**src/rtl/fwr_pkg.sv**
```systemverilog
// Shared constants for the fault/warning reporting controller: register
// addresses, data width and fixed bit positions in the register file.
package fwr_pkg;
    localparam int DATA_W        = 16;
    localparam int ADDR_W        = 4;
    localparam logic [ADDR_W-1:0] ADDR_WARN  = 4'h1;
    localparam logic [ADDR_W-1:0] ADDR_FAULT = 4'h2;
    localparam logic [ADDR_W-1:0] ADDR_PG    = 4'h3;
    localparam logic [ADDR_W-1:0] ADDR_CTRL  = 4'h9;
    localparam int FAULT_SUM_BIT = 10;
    localparam int CLR_BIT       = 1;
endpackage

```
**src/rtl/fwr_warn_track.sv**
```systemverilog
// Tracks which warnings are pending on the pin. A warning becomes pending on
// a rising edge of its condition, stops pending when the condition drops or
// when an acknowledge arrives. Assumes inputs are synchronous to clk_i.
module fwr_warn_track #(
    parameter int NUM = 4
) (
    input  logic           clk_i,
    input  logic           rst_ni,
    input  logic [NUM-1:0] warn_i,
    input  logic           ack_i,
    output logic [NUM-1:0] rise_o,
    output logic [NUM-1:0] pend_o,
    output logic           start_o
);
    logic [NUM-1:0] warn_q;

    assign rise_o  = warn_i & ~warn_q;
    // A new pattern starts only if nothing was pending before.
    assign start_o = (|rise_o) && !(|pend_o);

    // Remember the previous condition value for edge detection.
    always_ff @(posedge clk_i) begin
        if (!rst_ni) warn_q <= '0;
        else         warn_q <= warn_i;
    end

    // Per-source pending flag: a rise sets it, a drop or an ack clears it.
    for (genvar g = 0; g < NUM; g++) begin : g_src
        always_ff @(posedge clk_i) begin
            if (!rst_ni)          pend_o[g] <= 1'b0;
            else if (rise_o[g])   pend_o[g] <= 1'b1;
            else if (ack_i)       pend_o[g] <= 1'b0;
            else                  pend_o[g] <= pend_o[g] & warn_i[g];
        end
    end
endmodule

```
**src/rtl/fwr_pulse_gen.sv**
```systemverilog
// Generates the low/high warning pattern. Each phase lasts PHASE_CYCLES
// clocks; the pattern restarts at the low phase on start_i. Assumes
// PHASE_CYCLES >= 2.
module fwr_pulse_gen #(
    parameter int PHASE_CYCLES = 7000
) (
    input  logic clk_i,
    input  logic rst_ni,
    input  logic start_i,
    input  logic active_i,
    output logic low_o
);
    localparam int CNT_W = (PHASE_CYCLES > 1) ? $clog2(PHASE_CYCLES) : 1;
    localparam logic [CNT_W-1:0] LAST = CNT_W'(PHASE_CYCLES - 1);

    logic [CNT_W-1:0] cnt_q;
    logic             low_q;

    assign low_o = low_q;

    // Phase counter and phase flag; idle state parks in the low phase.
    always_ff @(posedge clk_i) begin
        if (!rst_ni) begin
            cnt_q <= '0;
            low_q <= 1'b1;
        end else if (start_i) begin
            cnt_q <= '0;
            low_q <= 1'b1;
        end else if (active_i) begin
            if (cnt_q == LAST) begin
                cnt_q <= '0;
                low_q <= ~low_q;
            end else begin
                cnt_q <= cnt_q + 1'b1;
            end
        end else begin
            cnt_q <= '0;
            low_q <= 1'b1;
        end
    end
endmodule

```
**src/rtl/fwr_fault_latch.sv**
```systemverilog
// Latches a group of fault conditions. A latched bit clears on clear_i only
// when its condition is no longer present; a present condition always sets.
module fwr_fault_latch #(
    parameter int NUM = 4
) (
    input  logic           clk_i,
    input  logic           rst_ni,
    input  logic [NUM-1:0] cond_i,
    input  logic           clear_i,
    output logic [NUM-1:0] lat_o,
    output logic           any_o
);
    assign any_o = |lat_o;

    // Sticky fault bits with a conditional clear.
    always_ff @(posedge clk_i) begin
        if (!rst_ni) lat_o <= '0;
        else         lat_o <= (lat_o & {NUM{~clear_i}}) | cond_i;
    end
endmodule

```
**src/rtl/fwr_ctrl.sv**
```systemverilog
// Top of the fault/warning reporting controller. Combines warning tracking,
// the pattern generator and two fault latches; serves status reads and the
// self-clearing clear-faults control bit. Assumes NUM_WARN + NUM_TEMP <= 10.
module fwr_ctrl
    import fwr_pkg::*;
#(
    parameter int NUM_WARN  = 4,
    parameter int NUM_TEMP  = 4,
    parameter int NUM_FAULT = 4,
    parameter int NUM_PG    = 2,
    parameter int CLK_MHZ   = 125,
    parameter int PHASE_US  = 56
) (
    input  logic                 clk_i,
    input  logic                 rst_ni,
    input  logic [NUM_WARN-1:0]  warn_i,
    input  logic [NUM_TEMP-1:0]  temp_i,
    input  logic [NUM_FAULT-1:0] fault_i,
    input  logic [NUM_PG-1:0]    pg_fault_i,
    input  logic                 gate_en_i,
    input  logic                 rd_en_i,
    input  logic [3:0]           rd_addr_i,
    output logic [15:0]          rd_data_o,
    input  logic                 wr_en_i,
    input  logic [3:0]           wr_addr_i,
    input  logic [15:0]          wr_data_i,
    output logic                 nfault_o,
    output logic                 gate_shutdown_o,
    output logic                 pwrgd_o
);
    localparam int PHASE_CYCLES = CLK_MHZ * PHASE_US;

    logic [NUM_WARN-1:0]  warn_rise;
    logic [NUM_WARN-1:0]  warn_pend;
    logic                 pend_any;
    logic                 pat_start;
    logic                 pat_low;
    logic                 ack;
    logic                 clr_req;
    logic                 clr_q;
    logic                 gate_en_q;
    logic                 en_rise;
    logic                 clear_evt;
    logic [NUM_FAULT-1:0] flt_lat;
    logic                 flt_any;
    logic [NUM_PG-1:0]    pg_lat;
    logic                 pg_any;

    assign ack       = rd_en_i && (rd_addr_i == ADDR_WARN);
    assign clr_req   = wr_en_i && (wr_addr_i == ADDR_CTRL) && wr_data_i[CLR_BIT];
    assign en_rise   = gate_en_i && !gate_en_q;
    assign clear_evt = clr_q || en_rise;
    assign pend_any  = |warn_pend;

    fwr_warn_track #(.NUM(NUM_WARN)) u_warn (
        .clk_i   (clk_i),
        .rst_ni  (rst_ni),
        .warn_i  (warn_i),
        .ack_i   (ack),
        .rise_o  (warn_rise),
        .pend_o  (warn_pend),
        .start_o (pat_start)
    );

    fwr_pulse_gen #(.PHASE_CYCLES(PHASE_CYCLES)) u_pulse (
        .clk_i    (clk_i),
        .rst_ni   (rst_ni),
        .start_i  (pat_start),
        .active_i (pend_any),
        .low_o    (pat_low)
    );

    fwr_fault_latch #(.NUM(NUM_FAULT)) u_flt (
        .clk_i   (clk_i),
        .rst_ni  (rst_ni),
        .cond_i  (fault_i),
        .clear_i (clear_evt),
        .lat_o   (flt_lat),
        .any_o   (flt_any)
    );

    fwr_fault_latch #(.NUM(NUM_PG)) u_pg (
        .clk_i   (clk_i),
        .rst_ni  (rst_ni),
        .cond_i  (pg_fault_i),
        .clear_i (clear_evt),
        .lat_o   (pg_lat),
        .any_o   (pg_any)
    );

    // Clear bit lives one cycle; a held write cannot keep it high.
    always_ff @(posedge clk_i) begin
        if (!rst_ni) clr_q <= 1'b0;
        else         clr_q <= clr_req && !clr_q;
    end

    // Previous gate-enable value for rising-edge detection.
    always_ff @(posedge clk_i) begin
        if (!rst_ni) gate_en_q <= 1'b0;
        else         gate_en_q <= gate_en_i;
    end

    // Output pins: a latched fault wins over the warning pattern.
    assign nfault_o        = !(flt_any || (pend_any && pat_low));
    assign gate_shutdown_o = flt_any;
    assign pwrgd_o         = !pg_any;

    // Register read multiplexer.
    always_comb begin
        rd_data_o = '0;
        unique case (rd_addr_i)
            ADDR_WARN: begin
                rd_data_o[NUM_WARN-1:0]         = warn_i;
                rd_data_o[NUM_WARN +: NUM_TEMP] = temp_i;
                rd_data_o[FAULT_SUM_BIT]        = flt_any;
            end
            ADDR_FAULT: rd_data_o[NUM_FAULT-1:0] = flt_lat;
            ADDR_PG:    rd_data_o[NUM_PG-1:0]    = pg_lat;
            ADDR_CTRL:  rd_data_o[CLR_BIT]       = clr_q;
            default:    rd_data_o = '0;
        endcase
    end
endmodule

```
**config.mk**
```make
export PLATFORM = sky130hd
export DESIGN_NAME = fwr_ctrl
export DESIGN_NICKNAME = d
export VERILOG_FILES = /design/src/rtl/fwr_pkg.sv /design/src/rtl/fwr_warn_track.sv /design/src/rtl/fwr_pulse_gen.sv /design/src/rtl/fwr_fault_latch.sv /design/src/rtl/fwr_ctrl.sv
export SDC_FILE = /design/constraint.sdc
export NUM_CORES = 1
export LEC_CHECK = 0
export CAP_MARGIN = 20
export CORE_AREA = 2 2 46 65
export DETAILED_ROUTE_END_ITERATION = 8
export DIE_AREA = 0 0 48 67
export DONT_BUFFER_PORTS = 1
export PLACE_DENSITY = 0.69
export SKIP_LAST_GASP = 1
export SYNTH_ARGS = -nofsm -noshare
export SYNTH_HDL_FRONTEND = slang
export SYNTH_SLANG_ARGS = --single-unit
```
**constraint.sdc**
```tcl
create_clock -name clk_i -period 3.9 [get_ports clk_i]
set_input_delay 0.78 -clock clk_i [delete_from_list [all_inputs] [get_ports clk_i]]
set_output_delay 0.78 -clock clk_i [all_outputs]
set_load 0.02 [all_outputs]
```
# [Yosys cells after proc, flatten, opt, wreduce, memory -nomap -nowiden]
# Index checks and enable logic that the tools add are counted.
[word_totals] output_inout_bits=19 in_bits=43 wordCells=65 regBits=30
[classes] muxes=13 addsub=1 n_eq_ne=6 reduce_logical=20 bitwise_logic=14
[op_table] op="4-bit OR reduction" n=4
[op_table] op="13-bit by 1-bit adder with 13-bit output, second input constant" n=1
[op_table] op="13-bit == test, second input constant" n=1
[op_table] op="1-bit two-way mux" n=9
[op_table] op="4-bit bitwise AND" n=2
[op_table] op="4-bit by 2-bit == test with 1-bit output, second input constant" n=2
[op_table] op="4-bit == test, second input constant" n=2
[op_table] op="1-bit logical AND" n=7
[op_table] op="1-bit zero test" n=5
[op_table] op="1-bit bitwise AND" n=4
[op_table] op="4-bit by 1-bit == test with 1-bit output, second input constant" n=1
[op_table] op="4-bit two-way mux" n=1
[op_table] op="1-bit NOT" n=4
[op_table] op="4-bit NOT" n=1
[op_table] op="4-bit bitwise OR" n=1
[op_table] op="1-bit case mux with 4 select lines" n=1
[op_table] op="2-bit case mux with 2 select lines" n=1
[op_table] op="1-bit case mux with 3 select lines" n=1
[op_table] op="3-bit OR reduction" n=1
[op_table] op="2-bit bitwise AND" n=1
[op_table] op="1-bit logical OR" n=2
[op_table] op="2-bit bitwise OR" n=1
[op_table] op="2-bit OR reduction" n=1

# [Longest topological paths before layout]
[logic_depth] word_depth=6 depth_mapped=5 mapped_depth_nobuf=4

# [Cells and area by module]
# From an unflattened synthesis, not the netlist that was laid out.
[hier_totals] cells_unflattened=161 hier_area_um2=1551.5
[modules_own_cells] module="fwr_pulse_gen" cells_each=73 area_per_inst_um2=688.2 seq_area_each_um2=280.3 n_inst=1
[modules_own_cells] module="fwr_ctrl" cells_each=42 area_per_inst_um2=356.6 seq_area_each_um2=40.0 n_inst=1
[modules_own_cells] module="fwr_warn_track" cells_each=26 area_per_inst_um2=290.3 seq_area_each_um2=160.2 n_inst=1
[modules_own_cells] module="fwr_fault_latch at u_flt" cells_each=13 area_per_inst_um2=142.6 seq_area_each_um2=80.1 n_inst=1
[modules_own_cells] module="fwr_fault_latch at u_pg" cells_each=7 area_per_inst_um2=73.8 seq_area_each_um2=40.0 n_inst=1

# [Worst setup path after synthesis]
# No wires, ideal clock.
[synth_path] path_type="input to output" startpoint="in rd_addr_i[1]" endpoint="out rd_data_o[10]" t_arrival_ns=1.829 path_buffers=0 path_stages=2 slack_ns=1.291 required_ns=3.120 cell_sequence="or4b_2 -> nor2b_1"
[synth_between] elab_chain_len=2
[synth_rtl] element="start: declaration" line="fwr_ctrl.sv:22" rtl="input logic [3:0] rd_addr_i,"
[synth_rtl] element="4-bit by 1-bit == test with 1-bit output" line="fwr_ctrl.sv:111" rtl="unique case (rd_addr_i)"
[synth_rtl] element="1-bit two-way mux" line="fwr_ctrl.sv:111"
[synth_rtl] element="end: declaration" line="fwr_ctrl.sv:23" rtl="output logic [15:0] rd_data_o,"
# Every way passes these cells.

# [Worst setup path in the final report]
# Ends and elaborated chain as after synthesis.

==> flow_metrics.env <==
export IMPL_power_density_nw_per_um2=372
export IMPL_tightest_slew_ns=0.950
export IMPL_htreeDepth=2
export IMPL_row_count=22
export IMPL_yosysMostFrequentCell="dfxtp_1"
export IMPL_syn_inst=152
export IMPL_rsz0062_at_grt="false"
export IMPL_cp_num_cells=2
export IMPL_synth_mux_area_share_pct=3.01
export IMPL_ys_seq_area_share_pct=42.6
export IMPL_final_min_clock_period_ns=2.66
export IMPL_start_util_pct=54.0
export IMPL_p_int_uw=405
export IMPL_fin_crit_sh_pct=68.3
export IMPL_yosysTopAreaCell="dfxtp_1"
export IMPL_grt_pass1_vias=1167
export IMPL_drc=0
export IMPL_path_buf_inv=0
export IMPL_p_sw_uw=134
export IMPL_regArea_um2=601
export IMPL_area_growth_pct=2.57
export IMPL_die_w_um=48
export IMPL_worstHoldPathType="reg -> reg"
export IMPL_clock_latency_ns=0.32
export IMPL_cts_tree="yes"
export IMPL_p_leak_nw=0.494
export IMPL_cts_resized=0
export IMPL_timing_hold_ws_ns=0.417
export IMPL_synth_fa_ha_area_share_pct=0.887
export IMPL_cp_max_fo=6
export IMPL_clock_tree_buffer_depth=2
export IMPL_postCtsSetupBuffers=0
export IMPL_grt_overflow_total=0
export IMPL_final_cells=190
export IMPL_ys_seq_elements=30
export IMPL_routedWlPerCell_um=14.3
export IMPL_total_power_uw=539
export IMPL_yosys_top_cells_count="dfxtp_1, a21oi_1, nor2_1, o21ai_0, buf_4"
export IMPL_ys_warn_count=0
export IMPL_status="complete, no violations"
export IMPL_setup_worst_path_start="rd_addr_i[1]"
export IMPL_critPathTopFamily="simple AND/OR/NAND/NOR gates"
export IMPL_syn_area_um2=1410
export IMPL_firstDrtPassIters=4
export IMPL_ys_types=37
export IMPL_synth_xor_area_share_pct=1.86
export IMPL_synth_edf_count=0
export IMPL_finalCoreUtilization_pct=55.4
export IMPL_vias_per_cell=5.98
export IMPL_grt_max_degree=15
export IMPL_async_reset_ff_share_pct=0
export IMPL_path_clk_slew_ns=0.08
export IMPL_ff2ff_path_depth=3
export IMPL_path_cells="or4b_2 > nor2b_1"
export IMPL_synth_compound_area_share_pct=19.1
export IMPL_max_vdd_ir_drop_v=0.000259
export IMPL_hold_violations=0
export IMPL_pwr_share_comb_pct=9.2
export IMPL_fillers=257
export IMPL_rr_endpoint="u_pulse.cnt_q[4]$_SDFF_PP0_"
export IMPL_yosys_most_used_dff="dfxtp_1"
export IMPL_clkPwrFrac_pct=30.5
export IMPL_place_inst=183
export IMPL_n_antenna_cell=0
export IMPL_cts_root_buf="clkbuf_4"
export IMPL_cp_end_kind="output pin"
export IMPL_fmaxAchievable_mhz=375
export IMPL_netlist_top_cells_area="dfxtp_1, buf_4, a21oi_1"
export IMPL_io_pins=62
export IMPL_dieArea_um2=3220
export IMPL_core_um2=2620
export IMPL_drt_iter0_drc=19
export IMPL_grt_util_all_layers_pct=21.2
export IMPL_required_ns=3.12
export IMPL_start_kind="input pin"
export IMPL_maxSlewHeadroom_pct=35.8
export IMPL_place_hpwl_um=2090
export IMPL_final_nets=198
export IMPL_cp_endpoint="rd_data_o[10]"
export IMPL_holdCritStartpoint="u_warn.warn_q[1]$_SDFF_PN0_"
export IMPL_r2r_slack_ns=2.18
export IMPL_crit_path_top_delay_cell="or4b_2"
export IMPL_cts_sinks=30
export IMPL_totalWireLength_um=2720
export IMPL_drv_slew=0
export IMPL_ant_nets=0
export IMPL_power_share_switching_pct=24.8
export IMPL_synth_simple_area_share_pct=25.9
export IMPL_synth_avg_cell_area_um2=9.29
export IMPL_postCtsHoldBufs=0
export IMPL_final_setup_skew_ns=0.00515
export IMPL_gp_congestion=0.856
export IMPL_antenna_found_initial=0
export IMPL_die_h_um=67
export IMPL_tns_ns=0
export IMPL_cp_slowest_stage_delay_ns=0.73
export IMPL_r2r_start="u_pulse.cnt_q[10]$_SDFF_PP0_"
export IMPL_multi_input_area_um2=742
export IMPL_cts_buffers=5
export IMPL_worstPathArrival_ns=1.88
export IMPL_finalSetupViolations=0
export IMPL_worstSetupPathType="in -> out"
export IMPL_seqPwrFrac_pct=60.3
export IMPL_portBuffers=0
export IMPL_layout_drive_gt1_share_pct=6.49
export IMPL_yosys_area_top_type_share_pct=42.6
export IMPL_grt_pass1_wl_um=4820
export IMPL_drv_cap=0
export IMPL_synth_top_family_by_area="simple AND/OR/NAND/NOR gates"
export IMPL_num_vias=1136
==> kinds of logic after synthesis <==
| logic type | count (synthesis) |
|---|---|
| xor+xnor | 3 |
| buf+inv | 15 |
| fa+ha+maj | 1 |
| flops | 30 |
| other cells | 1 |
| mux | 4 |
| simple gates | 60 |
| compound gates | 38 |
==> cells in the final DEF (no fill, tap or decap), types with 2 or more instances in the layout <==
master and n:
o21ai_0 8, clkbuf_4 5, a21oi_1 9, xor2_1 2, a22oi_1 3, mux2i_1 2, nand3_1 6, nand4_1 4
nor3b_1 6, clkbuf_1 2, and3_1 4, nor2b_1 4, o31ai_1 4, or3_1 4, nor4_1 2, o41ai_1 2
dfxtp_1 30, conb_1 7, nand2_1 3, nor3_1 3, o21a_1 6, mux2_2 2, nor2_1 8, and2_1 6
a21boi_0 4, inv_1 4, or4_1 6
==> worst min-delay path by stage <==
| stage | endpoint | slack, ns | cells after the start |
|---|---|---|---|
| final | u_warn.pend_o[1]$_SDFF_PN0_ | 0.42 | 1 |
| after global routing | u_warn.pend_o[0]$_SDFF_PN0_ | 0.44 | 1 |
| after CTS | u_warn.pend_o[1]$_SDFF_PN0_ | 0.42 | 1 |
| after detailed placement | u_warn.pend_o[1]$_SDFF_PN0_ | 0.40 | 1 |
| after global placement | u_warn.pend_o[2]$_SDFF_PN0_ | 0.40 | 1 |
| after floorplan | u_warn.pend_o[0]$_SDFF_PN0_ | 0.39 | 1 |
==> routing by layer <==
layer / vias up / GRT usage [%] / part of all wire, %
li1: 552 / - / -
met3: 6 / 8.40 / 7.8
met5: - / 0 / 0
met4: 0 / 10.8 / 2.1
met2: 45 / 36.2 / 54
met1: 533 / 20.7 / 37
==> area by class of cell <==
cell class / instances / share of cell area, %
well taps: 36 / 3.11
inverters: 4 / 1.04
flip-flops and latches: 30 / 41.5
clock buffers: 7 / 3.11
multi-input cells: 113 / 51.3
==> state kept, by name (all words and copies together) (netlist names) <==
name           cells
clr_q              1
u_warn.pend_o      4
u_pulse.cnt_q     13
u_pulse.low_o      1
u_pg.lat_o         2
u_warn.warn_q      4
u_flt.lat_o        4
gate_en_q          1
==> power groups by stage <==
| stage | logic (mW) | registers [mW] | clock network [mW] |
|---|---|---|---|
| after floorplan | 0.0528 | 0.330 | 0 |
| after global placement | 0.0491 | 0.332 | 0 |
| after detailed placement | 0.0496 | 0.333 | 0 |
| after CTS | 0.0499 | 0.325 | 0.170 |
| after global routing | 0.0558 | 0.327 | 0.183 |
| final | 0.0497 | 0.325 | 0.164 |
==> stage by stage <==
step	cell area (um2)	worst slack, ns
after floorplan	1430	1.29
after global placement	1400	1.23
after global routing	1450	1.19
after detailed placement	1400	1.24
final	1450	1.24
after CTS	1450	1.23
Power figures use the tool's default switching activity.
